===== src/rtl/tsg_pkg.sv =====
package tsg_pkg;
  localparam int SMP_W  = 17;     // signed waveform sample width
  localparam int PH_W   = 6;      // 64 points per sine period
  localparam int A_FS   = 27754;  // full-scale sample amplitude

  typedef enum logic {WAVE_SINE = 1'b0, WAVE_IMPULSE = 1'b1} wave_e;

  // quarter-wave magnitude, j = 0..16 -> A_FS*sin(pi*j/32)
  function automatic logic signed [SMP_W-1:0] quarter_mag(input logic [4:0] j);
    case (j)
      5'd0:    quarter_mag = 17'sd0;
      5'd1:    quarter_mag = 17'sd2720;
      5'd2:    quarter_mag = 17'sd5415;
      5'd3:    quarter_mag = 17'sd8057;
      5'd4:    quarter_mag = 17'sd10621;
      5'd5:    quarter_mag = 17'sd13083;
      5'd6:    quarter_mag = 17'sd15419;
      5'd7:    quarter_mag = 17'sd17607;
      5'd8:    quarter_mag = 17'sd19625;
      5'd9:    quarter_mag = 17'sd21454;
      5'd10:   quarter_mag = 17'sd23077;
      5'd11:   quarter_mag = 17'sd24477;
      5'd12:   quarter_mag = 17'sd25641;
      5'd13:   quarter_mag = 17'sd26559;
      5'd14:   quarter_mag = 17'sd27221;
      5'd15:   quarter_mag = 17'sd27620;
      default: quarter_mag = 17'sd27754;
    endcase
  endfunction

  function automatic logic signed [SMP_W-1:0] sine_point(input logic [PH_W-1:0] k);
    logic [4:0] j;
    logic [4:0] jm;
    j  = {1'b0, k[3:0]};
    jm = 5'd16 - j;
    case (k[5:4])
      2'd0:    sine_point =  quarter_mag(j);
      2'd1:    sine_point =  quarter_mag(jm);
      2'd2:    sine_point = -quarter_mag(j);
      default: sine_point = -quarter_mag(jm);
    endcase
  endfunction
endpackage


===== src/rtl/tsg_sequencer.sv =====
module tsg_sequencer
  import tsg_pkg::*;
#(
  parameter int HOLD = 1024
) (
  input  logic                    clk_i,
  input  logic                    rst_ni,
  input  logic                    bit_en_i,
  input  wave_e                   mode_i,
  input  logic                    trig_i,
  output logic signed [SMP_W-1:0] sample_o
);
  localparam int HW = (HOLD > 1) ? $clog2(HOLD) : 1;
  localparam logic [HW-1:0] LAST = HW'(HOLD - 1);

  logic [HW-1:0]   hold_q, hold_d;
  logic [PH_W-1:0] idx_q, idx_d;
  logic            trig_q;
  logic            pend_q, pend_d;
  logic            act_q, act_d;
  logic [HW-1:0]   icnt_q, icnt_d;
  logic            trig_rise;

  assign trig_rise = trig_i & ~trig_q;

  always_comb begin
    hold_d = hold_q;
    idx_d  = idx_q;
    pend_d = pend_q;
    act_d  = act_q;
    icnt_d = icnt_q;
    if (bit_en_i) begin
      if (hold_q == LAST) begin
        hold_d = '0;
        idx_d  = idx_q + 1'b1;
      end else begin
        hold_d = hold_q + 1'b1;
      end
      if (act_q) begin
        if (icnt_q == LAST) act_d = 1'b0;
        else                icnt_d = icnt_q + 1'b1;
      end else if (pend_q) begin
        pend_d = 1'b0;
        act_d  = 1'b1;
        icnt_d = '0;
      end
    end
    if (trig_rise && mode_i == WAVE_IMPULSE && !pend_q && !act_q)
      pend_d = 1'b1;
  end

  always_ff @(posedge clk_i or negedge rst_ni) begin
    if (!rst_ni) begin
      hold_q <= '0;
      idx_q  <= '0;
      trig_q <= 1'b0;
      pend_q <= 1'b0;
      act_q  <= 1'b0;
      icnt_q <= '0;
    end else begin
      hold_q <= hold_d;
      idx_q  <= idx_d;
      trig_q <= trig_i;
      pend_q <= pend_d;
      act_q  <= act_d;
      icnt_q <= icnt_d;
    end
  end

  always_comb begin
    if (mode_i == WAVE_IMPULSE) sample_o = act_q ? SMP_W'(A_FS) : '0;
    else                        sample_o = sine_point(idx_q);
  end

  // an edge during a running impulse does not restart its count
  a_r8_retrig_ignored: assert property (@(posedge clk_i) disable iff (!rst_ni)
    (act_q && trig_rise && bit_en_i && icnt_q != LAST) |=> (act_q && icnt_q == $past(icnt_q) + 1'b1));
endmodule


===== src/rtl/tsg_scaler.sv =====
module tsg_scaler
  import tsg_pkg::*;
#(
  parameter int          G_W   = 24,
  parameter int          U_W   = 16,
  parameter int          SHIFT = 19,
  parameter int          LIMIT = 16384,
  parameter logic [23:0] CAP   = 24'h0078E5
) (
  input  logic                    clk_i,
  input  logic                    rst_ni,
  input  logic                    bit_en_i,
  input  wave_e                   mode_i,
  input  logic [G_W-1:0]          gain_i,
  input  logic signed [SMP_W-1:0] sample_i,
  output logic signed [U_W-1:0]   u_o
);
  localparam int P_W = SMP_W + G_W + 1;
  localparam logic signed [P_W-1:0] LIM_P   = P_W'(LIMIT);
  localparam logic signed [P_W-1:0] LIM_N   = -P_W'(LIMIT);
  localparam logic [G_W-1:0]        CAP_G   = G_W'(CAP);
  localparam int                    IMP_MAX = (A_FS * int'(CAP)) >>> SHIFT;

  logic [G_W-1:0]          g_eff;
  logic signed [P_W-1:0]   prod, scaled;
  logic signed [U_W-1:0]   u_d, u_q;

  always_comb begin
    g_eff = gain_i;
    if (mode_i == WAVE_IMPULSE && gain_i > CAP_G) g_eff = CAP_G;
    prod   = P_W'(sample_i) * $signed({1'b0, g_eff});
    scaled = prod >>> SHIFT;
    if (scaled > LIM_P)      u_d = U_W'(LIMIT);
    else if (scaled < LIM_N) u_d = -U_W'(LIMIT);
    else                     u_d = scaled[U_W-1:0];
  end

  always_ff @(posedge clk_i or negedge rst_ni) begin
    if (!rst_ni)       u_q <= '0;
    else if (bit_en_i) u_q <= u_d;
  end

  assign u_o = u_q;

  a_r3_density_window: assert property (@(posedge clk_i) disable iff (!rst_ni)
    (u_q <= U_W'(LIMIT)) && (u_q >= -U_W'(LIMIT)));

  a_r7_impulse_cap: assert property (@(posedge clk_i) disable iff (!rst_ni)
    (bit_en_i && mode_i == WAVE_IMPULSE) |=> (u_q <= U_W'(IMP_MAX) && u_q >= -U_W'(IMP_MAX)));
endmodule


===== src/rtl/tsg_mod2.sv =====
module tsg_mod2 #(
  parameter int U_W = 16,
  parameter int E_W = 18
) (
  input  logic                  clk_i,
  input  logic                  rst_ni,
  input  logic                  bit_en_i,
  input  logic signed [U_W-1:0] u_i,
  output logic                  bit_o
);
  localparam int V_W = E_W + 3;
  localparam logic signed [V_W-1:0] QSTEP = V_W'(1 << (U_W - 1));
  localparam logic signed [V_W-1:0] EMAX  = V_W'((1 << (E_W - 1)) - 1);

  logic signed [E_W-1:0] e1_q, e2_q, e_d;
  logic signed [V_W-1:0] v, d;
  logic                  y, bit_q;

  always_comb begin
    v = V_W'(u_i) + (V_W'(e1_q) <<< 1) - V_W'(e2_q);
    y = ~v[V_W-1];
    d = y ? (v - QSTEP) : (v + QSTEP);
    if (d > EMAX)       e_d = EMAX[E_W-1:0];
    else if (d < -EMAX) e_d = -EMAX[E_W-1:0];
    else                e_d = d[E_W-1:0];
  end

  always_ff @(posedge clk_i or negedge rst_ni) begin
    if (!rst_ni) begin
      e1_q  <= '0;
      e2_q  <= '0;
      bit_q <= 1'b0;
    end else if (bit_en_i) begin
      e1_q  <= e_d;
      e2_q  <= e1_q;
      bit_q <= y;
    end
  end

  assign bit_o = bit_q;

  a_r1_bit_hold: assert property (@(posedge clk_i) disable iff (!rst_ni)
    !bit_en_i |=> $stable(bit_o));
endmodule


===== src/rtl/tsg_bitstream_gen.sv =====
module tsg_bitstream_gen
  import tsg_pkg::*;
#(
  parameter int          HOLD  = 1024,
  parameter int          G_W   = 24,
  parameter int          U_W   = 16,
  parameter int          E_W   = 18,
  parameter int          SHIFT = 19,
  parameter int          LIMIT = 16384,
  parameter logic [23:0] CAP   = 24'h0078E5
) (
  input  logic           clk_i,
  input  logic           rst_ni,
  input  logic           bit_en_i,
  input  logic           mode_i,
  input  logic [G_W-1:0] gain_i,
  input  logic           trig_i,
  output logic           bit_o
);
  wave_e                   mode;
  logic signed [SMP_W-1:0] sample;
  logic signed [U_W-1:0]   u;

  assign mode = wave_e'(mode_i);

  tsg_sequencer #(.HOLD(HOLD)) u_seq (
    .clk_i(clk_i), .rst_ni(rst_ni), .bit_en_i(bit_en_i),
    .mode_i(mode), .trig_i(trig_i), .sample_o(sample));

  tsg_scaler #(.G_W(G_W), .U_W(U_W), .SHIFT(SHIFT), .LIMIT(LIMIT), .CAP(CAP)) u_scl (
    .clk_i(clk_i), .rst_ni(rst_ni), .bit_en_i(bit_en_i), .mode_i(mode),
    .gain_i(gain_i), .sample_i(sample), .u_o(u));

  tsg_mod2 #(.U_W(U_W), .E_W(E_W)) u_mod (
    .clk_i(clk_i), .rst_ni(rst_ni), .bit_en_i(bit_en_i), .u_i(u), .bit_o(bit_o));

  // output at midscale start while reset is held
  a_r9_reset_low: assert property (@(posedge clk_i) !rst_ni |-> !bit_o);
endmodule


===== config.mk =====
export PLATFORM = sky130hd
export DESIGN_NAME = tsg_bitstream_gen
export DESIGN_NICKNAME = d
export VERILOG_FILES = /design/src/rtl/tsg_pkg.sv /design/src/rtl/tsg_sequencer.sv /design/src/rtl/tsg_scaler.sv /design/src/rtl/tsg_mod2.sv /design/src/rtl/tsg_bitstream_gen.sv
export SDC_FILE = /design/constraint.sdc
export NUM_CORES = 1
export LEC_CHECK = 0
export BUFFER_PORTS_ARGS = -buffer_cell sky130_fd_sc_hd__buf_2
export CAP_MARGIN = 0
export CORE_UTILIZATION = 45
export CTS_BUF_LIST = sky130_fd_sc_hd__clkbuf_4
export DETAILED_ROUTE_END_ITERATION = 8
export PLACE_DENSITY_LB_ADDON = 0.2
export SYNTH_ARGS = -nofsm -noshare
export SYNTH_HDL_FRONTEND = slang
export SYNTH_SLANG_ARGS = --single-unit

===== constraint.sdc =====
create_clock -name clk_i -period 13.1 [get_ports clk_i]
set_input_delay 1.31 -clock clk_i [delete_from_list [all_inputs] [get_ports clk_i]]
set_output_delay 1.31 -clock clk_i [all_outputs]
set_load 0.03 [all_outputs]

==> results of run 1 <==
## per-stage QoR
stage,cells,hold slack [ps],utilization
floorplan,2527,449,-
global placement,3075,468,0.475
detailed placement,3075,478,0.475
CTS,3091,499,0.479
global route,3092,521,0.479
finish,3093,497,0.479
## registers in the layout, indices dropped and copies added, names as in the netlist, 6 cells and up
register      flops
u_mod.e1_q       18
u_mod.e2_q       18
u_scl.u_o        16
u_seq.hold_q     10
u_seq.icnt_q     10
u_seq.idx_q       6
## layout make-up
class,count,area (sq um)
diodes,2,5.00
multi-input cells,1847,16700
inverters,485,1820
repair buffers,61,388
clock buffers,9,67.6
well taps,600,751
flip-flops and latches,82,2050
fillers,4506,23800
clock inverters,7,106
## path summary, 6_finish.rpt
| path | start | to | slack [ps] | depth (start not counted) |
|---|---|---|---|---|
| worst max-delay path | u_seq.idx_q[0]$_DFFE_PN0P_ | u_scl.u_o[1]$_DFFE_PN0P_ | 830 | 39 |
| worst min-delay path | u_seq.hold_q[9]$_DFFE_PN0P_ | u_seq.hold_q[9]$_DFFE_PN0P_ | 500 | 1 |
| worst max register to register | u_seq.idx_q[0]$_DFFE_PN0P_ | u_scl.u_o[1]$_DFFE_PN0P_ | 830 | 39 |
| worst min register to register | u_seq.hold_q[9]$_DFFE_PN0P_ | u_seq.hold_q[9]$_DFFE_PN0P_ | 500 | 1 |
| max in group asynchronous | rst_ni | u_seq.hold_q[0]$_DFFE_PN0P_ | 11400 | 1 |
| min in group asynchronous | rst_ni | u_mod.e1_q[14]$_DFFE_PN0P_ | 1040 | 1 |
## cell families after synthesis
group                      count (synthesis)  share of synthesized area
xor gates and xnor gates                  59                     0.0246
AOI/OAI and AO/OA                        369                      0.122
adders and majority gates                528                      0.440
buffers and inverters                    598                      0.108
DFF                                       82                     0.0978
muxes                                     35                     0.0205
and+or+nand+nor                          856                      0.188
## metal layers
layer	part of all wire	wire length, microns
met5	0	0
met3	0.055	3360
met2	0.47	28700
met4	0.033	1990
met1	0.44	26800
## layout by cell type, fill, tap and decap left out, drive strengths merged, types with 9 or more instances in the layout
master / n
o22ai: 10
nor2b: 23
fa: 348
nor4: 13
dfrtp: 82
nand4: 19
nor2: 237
a21oi: 82
a21o: 28
buf: 61
and2: 56
ha: 180
o31ai: 15
a31oi: 14
a22o: 11
mux2: 23
nand2: 316
inv: 489
and3: 17
clkbuf: 9
nand2b: 40
a211oi: 15
or3: 13
a31o: 11
o211ai: 19
nand3: 40
o21ai: 73
xor2: 22
nor3: 46
o21a: 15
xnor2: 37
==> results.yml, run 1 <==
final_layout:
  drive_gt1_frac: 0.0554
  area_delta_synth_final_pct: 4.40
  fin_nets: 3043
  final_cell_area_sq_um: 21900
synth:
  synth-seq-area-share: 0.0978
  synth_cell_types: 85
  synth_edf_count: 0
  netlist_top_cells_count: "inv_1 (484), fa_1 (348), nand2_1 (316)"
  yosysTopAreaCellShare: 0.332
  synth_area_sq_um: 21000
  synth_top_flop_cell: "dfrtp_1"
  synth_area_leaders: "fa_1 (33%), ha_1 (11%), dfrtp_1 (9.8%)"
  synthesis.nets: 3084
  yosysMostFrequentCell: "inv_1"
  syn_area_per_cell_sq_um: 8.30
  synthArstFlopShare: 1.00
  ys_warn_count: 0
  syn_inst: 2527
  synth-seq-cells: 82
  yosys.area.top_type: "fa_1"
routing:
  route.detailed.drc: 0
  vias_per_cell: 5.62
  drt-pass1-iter-count: 5
  route.detailed.wl_per_inst_microns: 19.7
  wl_mm: 60.8
  ant_nets: 0
  dr.first_iter.drc_count: 1345
  vias: 17400
die:
  die_area_sq_um: 47500
  start_util: 0.459
  ios: 30
  core_sq_um: 45700
  rows: 78
  die_x_microns: 218
  die_h_microns: 218
worst_setup_path:
  path_delay_family: "adder cells"
  arrival_ps: 12670
  slowest_stage: "ha_1"
  end_kind: "flop"
  cp_max_fo: 24
  cpPeakStageDelay_ps: 760
  critPathRequiredTime_ps: 13500
  criticalPathCategory: "flop to flop"
  crit_buf_inv: 8
  crit_path_start_kind: "flop"
sta:
  setup_tns_ps: 0
  fin_crit_ps: 12270
  finalHoldViolations: 0
  rsz0062_at_grt: "no"
  setup_ws_ps: 830
  relSlewSlack: 0.293
  worstMarginPinSlew_ps: 1060
  min_period_over_period: 0.937
  clock_skew_ps: 19.8
  setup_violations: 0
  slew_viol_final: 0
  max_freq_ghz: 0.0815
cts:
  clockRootBuffer: "clkbuf_4"
  clock_sinks: 82
  htreeDepth: 3
  clkLatencyLatePin_ps: 450
  post_cts_buffers: 0
  cts_tree: "done"
  clk_pin_slew_ps: 150
  cts_resized: 0
  cts_buffers: 9
  cts_hold_buf: 0
  clockBufferDepth: 2
grt:
  use_met3: 0.0230
  use_met1: 0.370
  gr-usage-met2: 0.445
  grt_start_max_net_pins: 83
  grt-ovfl-total: 0
  busiest_layer: "met2"
  grtUsageTotal: 0.268
  grt_pass1_wl_mm: 100
  grt_pass1_vias: 18200
  antenna_found_initial: 2
placed_design:
  placed_area_sq_um: 21700
  port_buffers: 29
  gp_congestion: 0.960
  dp.final_hpwl_mm: 49.8
  dpl_worst_slack_ps: 1050
worst_hold_path:
  hold_class: "flop to flop"
status:
  status: "finished clean"
run:
  cap_violations: 0
Power of run 1 is left out: the tool's default activity adds up to more than one toggle a clock period on the data nets, which glitch-free logic cannot reach.
==> run 2, diff against run 1 <==
--- a/config.mk
+++ b/config.mk
@@ -7,10 +7,12 @@
 export LEC_CHECK = 0
 export BUFFER_PORTS_ARGS = -buffer_cell sky130_fd_sc_hd__buf_2
 export CAP_MARGIN = 0
-export CORE_UTILIZATION = 45
+export CELL_PAD_IN_SITES_DETAIL_PLACEMENT = 2
+export CELL_PAD_IN_SITES_GLOBAL_PLACEMENT = 2
+export CORE_UTILIZATION = 42
 export CTS_BUF_LIST = sky130_fd_sc_hd__clkbuf_4
 export DETAILED_ROUTE_END_ITERATION = 8
-export PLACE_DENSITY_LB_ADDON = 0.2
+export PLACE_DENSITY = 0.94
 export SYNTH_ARGS = -nofsm -noshare
 export SYNTH_HDL_FRONTEND = slang
 export SYNTH_SLANG_ARGS = --single-unit
==> run 2 against run 1 <==
  * Die area grew 7.1%
  * Via count grew 9.9%
  * Count of clock-buffer cells in the layout did not move
  * Clock skew decreased by 3.4 ps
  * Setup slack lost 320 ps
  * Critical path depth fell by 2
  * Sequential share of layout area is essentially flat
  * Register-to-register slack worse by 320 ps
  * Critical path type unchanged
  * Critical endpoint unchanged
  * Largest cell class unchanged
==> results.yml, run 2 (synthesized netlist as in run 1, its figures left out) <==
status:
  status: "finished clean"
die:
  rows: 81
  core_sq_um: 49100
  ios: 30
  die_x_microns: 225
  start_util: 0.428
  die_area_sq_um: 50800
  die_h_microns: 225
final_layout:
  fin_nets: 3048
  final_common_cell: "inv_1"
  final_cell_mix: "inv_1 (484), fa_1 (348), nand2_1 (316)"
  area_delta_synth_final_pct: 4.91
  final_cell_area_sq_um: 22000
  finish.utilization: 0.449
  drive_gt1_frac: 0.0589
  fill_cells: 5529
routing:
  dr.first_iter.drc_count: 1298
  wl_met2_mm: 45.6
  wl_met3_mm: 5.58
  vias: 19100
  wl_mm: 90.3
  vias_per_cell: 6.04
  drt-met1-wl_mm: 32.8
  ant_nets: 0
  route.detailed.drc: 0
  highest_layer: "met4"
  route.detailed.wl_per_inst_microns: 28.5
  drt-pass1-iter-count: 7
sta:
  worstMarginPinSlew_ps: 1430
  finalHoldViolations: 0
  max_freq_ghz: 0.0794
  setup_violations: 0
  slew_viol_final: 0
  clock_skew_ps: 16.4
  fin_crit_ps: 12590
  rsz0062_at_grt: "no"
  setup_tns_ps: 0
  relSlewSlack: 0.0431
  setup_ws_ps: 507
  min_period_over_period: 0.961
worst_setup_path:
  end_kind: "flop"
  arrival_ps: 13000
  cp_max_fo: 22
  criticalPathCategory: "flop to flop"
  critPathRequiredTime_ps: 13510
  cpPeakStageDelay_ps: 600
  cpMostUsedCell: "fa_1"
  slowest_stage: "dfrtp_2"
  crit_path_start_kind: "flop"
placed_design:
  placed_area_sq_um: 21800
  gp_congestion: 0.928
  dpl_worst_slack_ps: 254
  port_buffers: 29
  dp.final_hpwl_mm: 73.4
cts:
  clk_pin_slew_ps: 160
  htreeDepth: 3
  clockRootBuffer: "clkbuf_4"
  cts_tree: "done"
  cts_hold_buf: 0
  clockBufferDepth: 2
  cts_buffers: 9
  clkLatencyLatePin_ps: 480
  clock_sinks: 82
grt:
  grtUsageTotal: 0.368
  grt_pass1_vias: 22700
  grt-ovfl-total: 0
  antenna_found_initial: 3
  grt_pass1_wl_mm: 140
  grt_start_max_net_pins: 82
worst_hold_path:
  hold_class: "flop to flop"
run:
  cap_violations: 0
-- run 2: changes by cell type in the layout (fill, tap and decap cells not counted), moves of 2 or more --
| cell | delta |
|---|---|
| bufinv_16 | -2 |
| nor3_1 | -2 |
| nor3_2 | +2 |
| buf_4 | +5 |
-- run 2: path summary, 6_finish.rpt --
path | cells after the start | start | slack (ps) | to
setup / recovery | 37 | u_seq.idx_q[0]$_DFFE_PN0P_ | 510 | u_scl.u_o[1]$_DFFE_PN0P_
hold / removal | 1 | u_seq.hold_q[4]$_DFFE_PN0P_ | 520 | u_seq.hold_q[4]$_DFFE_PN0P_
setup reg to reg | 37 | u_seq.idx_q[0]$_DFFE_PN0P_ | 510 | u_scl.u_o[1]$_DFFE_PN0P_
hold reg to reg | 1 | u_seq.hold_q[4]$_DFFE_PN0P_ | 520 | u_seq.hold_q[4]$_DFFE_PN0P_
max in group asynchronous | 2 | rst_ni | 11240 | u_seq.idx_q[0]$_DFFE_PN0P_
min in group asynchronous | 1 | rst_ni | 590 | u_mod.e2_q[14]$_DFFE_PN0P_
-- run 2: repair_timing --
action                                  CTS  global route
gates resized for setup                   0             6
buffers inserted                          0             0
endpoints found under the setup margin    0            15
-- run 2: stage by stage --
step,std cells,hold slack (ps)
6_report,3162,517
5_1_grt,3161,545
4_1_cts,3160,516
3_5_place_dp,3144,492
3_3_place_gp,3144,466
2_1_floorplan,2527,449
-- run 2: area by class of cell --
cell class              count  area (sq um)  area share
inverters                 485          1820      0.0827
clock buffers               9          67.6     0.00307
multi-input cells        1847         16700       0.761
diodes                      2          5.00    0.000227
clock inverters             7          65.1     0.00296
flip-flops and latches     82          2050      0.0933
repair buffers             66           425      0.0193
well taps                 664           831      0.0378
-- run 2: routing by layer --
metal | track usage | vias to the layer above
li1 | - | 7983
met1 | 0.407 | 9948
met2 | 0.655 | 787
met3 | 0.0614 | 375
met4 | 0.230 | 0
met5 | 0 | -
-- run 2: worst max-delay path: cells and delay by family (launching register included) --
family	cells	cell delay, ps
adders and majority gates	9	4290
and+or+nand+nor	13	4040
AOI/OAI and AO/OA	7	2100
buffers and inverters	7	1250
DFF	1	600
xor gates and xnor gates	1	190
Power of run 2 is left out for the same reason.
==> run 3, diff against run 2 <==
--- a/config.mk
+++ b/config.mk
@@ -6,13 +6,12 @@
 export NUM_CORES = 1
 export LEC_CHECK = 0
 export BUFFER_PORTS_ARGS = -buffer_cell sky130_fd_sc_hd__buf_2
-export CAP_MARGIN = 0
-export CELL_PAD_IN_SITES_DETAIL_PLACEMENT = 2
-export CELL_PAD_IN_SITES_GLOBAL_PLACEMENT = 2
-export CORE_UTILIZATION = 42
+export CAP_MARGIN = 20
+export CORE_UTILIZATION = 45
 export CTS_BUF_LIST = sky130_fd_sc_hd__clkbuf_4
 export DETAILED_ROUTE_END_ITERATION = 8
-export PLACE_DENSITY = 0.94
+export HOLD_SLACK_MARGIN = 0.12
+export PLACE_DENSITY = 0.69
 export SYNTH_ARGS = -nofsm -noshare
 export SYNTH_HDL_FRONTEND = slang
 export SYNTH_SLANG_ARGS = --single-unit
==> run 3 against run 2 <==
  * Flip-flop and latch count unchanged
  * Non-clock buffer count increased by 3
  * Via count decreased by 8.0%
  * Die area decreased by 6.6%
  * Wire length decreased by 35%
  * Setup slack improved by 580 ps
  * Sequential share of layout area about the same
  * Design area decreased by 0.31%
  * Critical endpoint is now u_scl.u_o[4]$_DFFE_PN0P_
  * Highest routed layer is now met5
==> results.yml, run 3 (synthesized netlist as in run 1, its figures left out) <==
cts:
  clk_pin_slew_ps: 150
  cts_tree: "done"
  post_cts_buffers: 0
  clock_sinks: 82
  clockBufferDepth: 2
  htreeDepth: 3
  cts_buffers: 9
  clockRootBuffer: "clkbuf_4"
  clkLatencyLatePin_ps: 440
sta:
  fin_crit_ps: 12010
  setup_tns_ps: 0
  min_period_over_period: 0.917
  finalHoldViolations: 0
  slew_viol_final: 0
  clock_skew_ps: 29.4
  relSlewSlack: 0.290
  max_freq_ghz: 0.0833
  setup_violations: 0
  worstMarginPinSlew_ps: 1060
  rsz0062_at_grt: "no"
worst_setup_path:
  crit_buf_inv: 8
  cpMostUsedCell: "inv_1"
  cpPeakStageDelay_ps: 810
  crit_start: "u_seq.idx_q[0]$_DFFE_PN0P_"
  crit_path_start_kind: "flop"
  regToRegStartpoint: "u_seq.idx_q[0]$_DFFE_PN0P_"
  path_delay_family: "adder cells"
  cp_max_fo: 24
  critPathRequiredTime_ps: 13470
  end_kind: "flop"
  r2r_cells: 37
  slowest_stage: "nor2_2"
  arrival_ps: 12380
  worstSetupPathDepth: 37
  criticalPathCategory: "flop to flop"
final_layout:
  final_common_cell: "inv_1"
  fill_cells: 4416
  fin_nets: 3051
  final_cell_mix: "inv_1 (484), fa_1 (348), nand2_1 (316)"
  area_delta_synth_final_pct: 4.58
  drive_gt1_frac: 0.0592
  fin_cells: 3100
die:
  die_area_sq_um: 47500
  die_h_microns: 218
  die_x_microns: 218
  start_util: 0.459
  core_sq_um: 45700
  ios: 30
  rows: 78
grt:
  grt_pass1_wl_mm: 98.1
  grt_pass1_vias: 18400
  grt_start_max_net_pins: 83
  grt-ovfl-total: 0
  grtUsageTotal: 0.261
  antenna_found_initial: 1
placed_design:
  dp.final_hpwl_mm: 48.6
  dp_cells: 3080
  port_buffers: 29
  gp_congestion: 0.966
routing:
  route.detailed.wl_per_inst_microns: 19.0
  dr.first_iter.drc_count: 1628
  vias_per_cell: 5.66
  route.detailed.drc: 0
  drt-pass1-iter-count: 5
  vias: 17600
  wl_mm: 59.1
  ant_nets: 0
run:
  cap_violations: 0
worst_hold_path:
  min_from: "u_seq.hold_q[8]$_DFFE_PN0P_"
  whs_path_depth: 1
  hold_class: "flop to flop"
status:
  status: "finished clean"
run 3: cell types whose count changed in the layout (fill, tap and decap cells not counted), moves of 2 or more:
| cell | change |
|---|---|
| nor3_1 | +2 |
| nor3_2 | -2 |
| nor2_2 | +2 |
| nor2_1 | -2 |
run 3: worst paths after layout:
| path | slack (ps) | to |
|---|---|---|
| min | 510 | u_seq.hold_q[8]$_DFFE_PN0P_ |
| max reg2reg | 1090 | u_scl.u_o[4]$_DFFE_PN0P_ |
| max in group asynchronous | 11790 | u_seq.idx_q[0]$_DFFE_PN0P_ |
| min reg2reg | 510 | u_seq.hold_q[8]$_DFFE_PN0P_ |
| min in group asynchronous | 670 | u_mod.e1_q[15]$_DFFE_PN0P_ |
| max | 1090 | u_scl.u_o[4]$_DFFE_PN0P_ |
run 3: cell type report:
class / instances / area [sq um] / share of cell area
multi-input cells: 1847 / 16700 / 0.762
clock buffers: 9 / 67.6 / 0.00308
clock inverters: 7 / 57.6 / 0.00262
well taps: 600 / 751 / 0.0342
repair buffers: 69 / 477 / 0.0217
flip-flops and latches: 82 / 2050 / 0.0936
inverters: 485 / 1820 / 0.0830
diodes: 1 / 2.50 / 0.000114
run 3: worst reg2reg max path: cells and delay by family (launching register included):
family / cells / cell delay (ps)
AOI/OAI and AO/OA: 10 / 2890
xor gates and xnor gates: 1 / 130
adders and majority gates: 11 / 5040
buffers and inverters: 8 / 760
DFF: 1 / 590
and+or+nand+nor: 7 / 2550
run 3: stage by stage:
step	instance area [sq um]	hold slack (ps)	setup slack [ps]	util
2_1_floorplan	21000	449	2060	-
3_3_place_gp	21700	465	1230	0.476
3_5_place_dp	21800	483	871	0.476
4_1_cts	21900	508	778	0.479
5_1_grt	21900	537	141	0.480
6_report	21900	506	1090	0.480
run 3: repair_timing:
item / 4_1_cts / 5_1_grt
hold buffers: 0 / 0
setup endpoints to repair: 0 / 14
gates resized for setup: 0 / 2
run 3: routing by layer:
layer,track usage,wire length [microns]
met5,0,14
met4,0.0939,2300
met3,0.0296,3510
met2,0.437,28300
met1,0.347,24900
Power of run 3 is left out for the same reason.
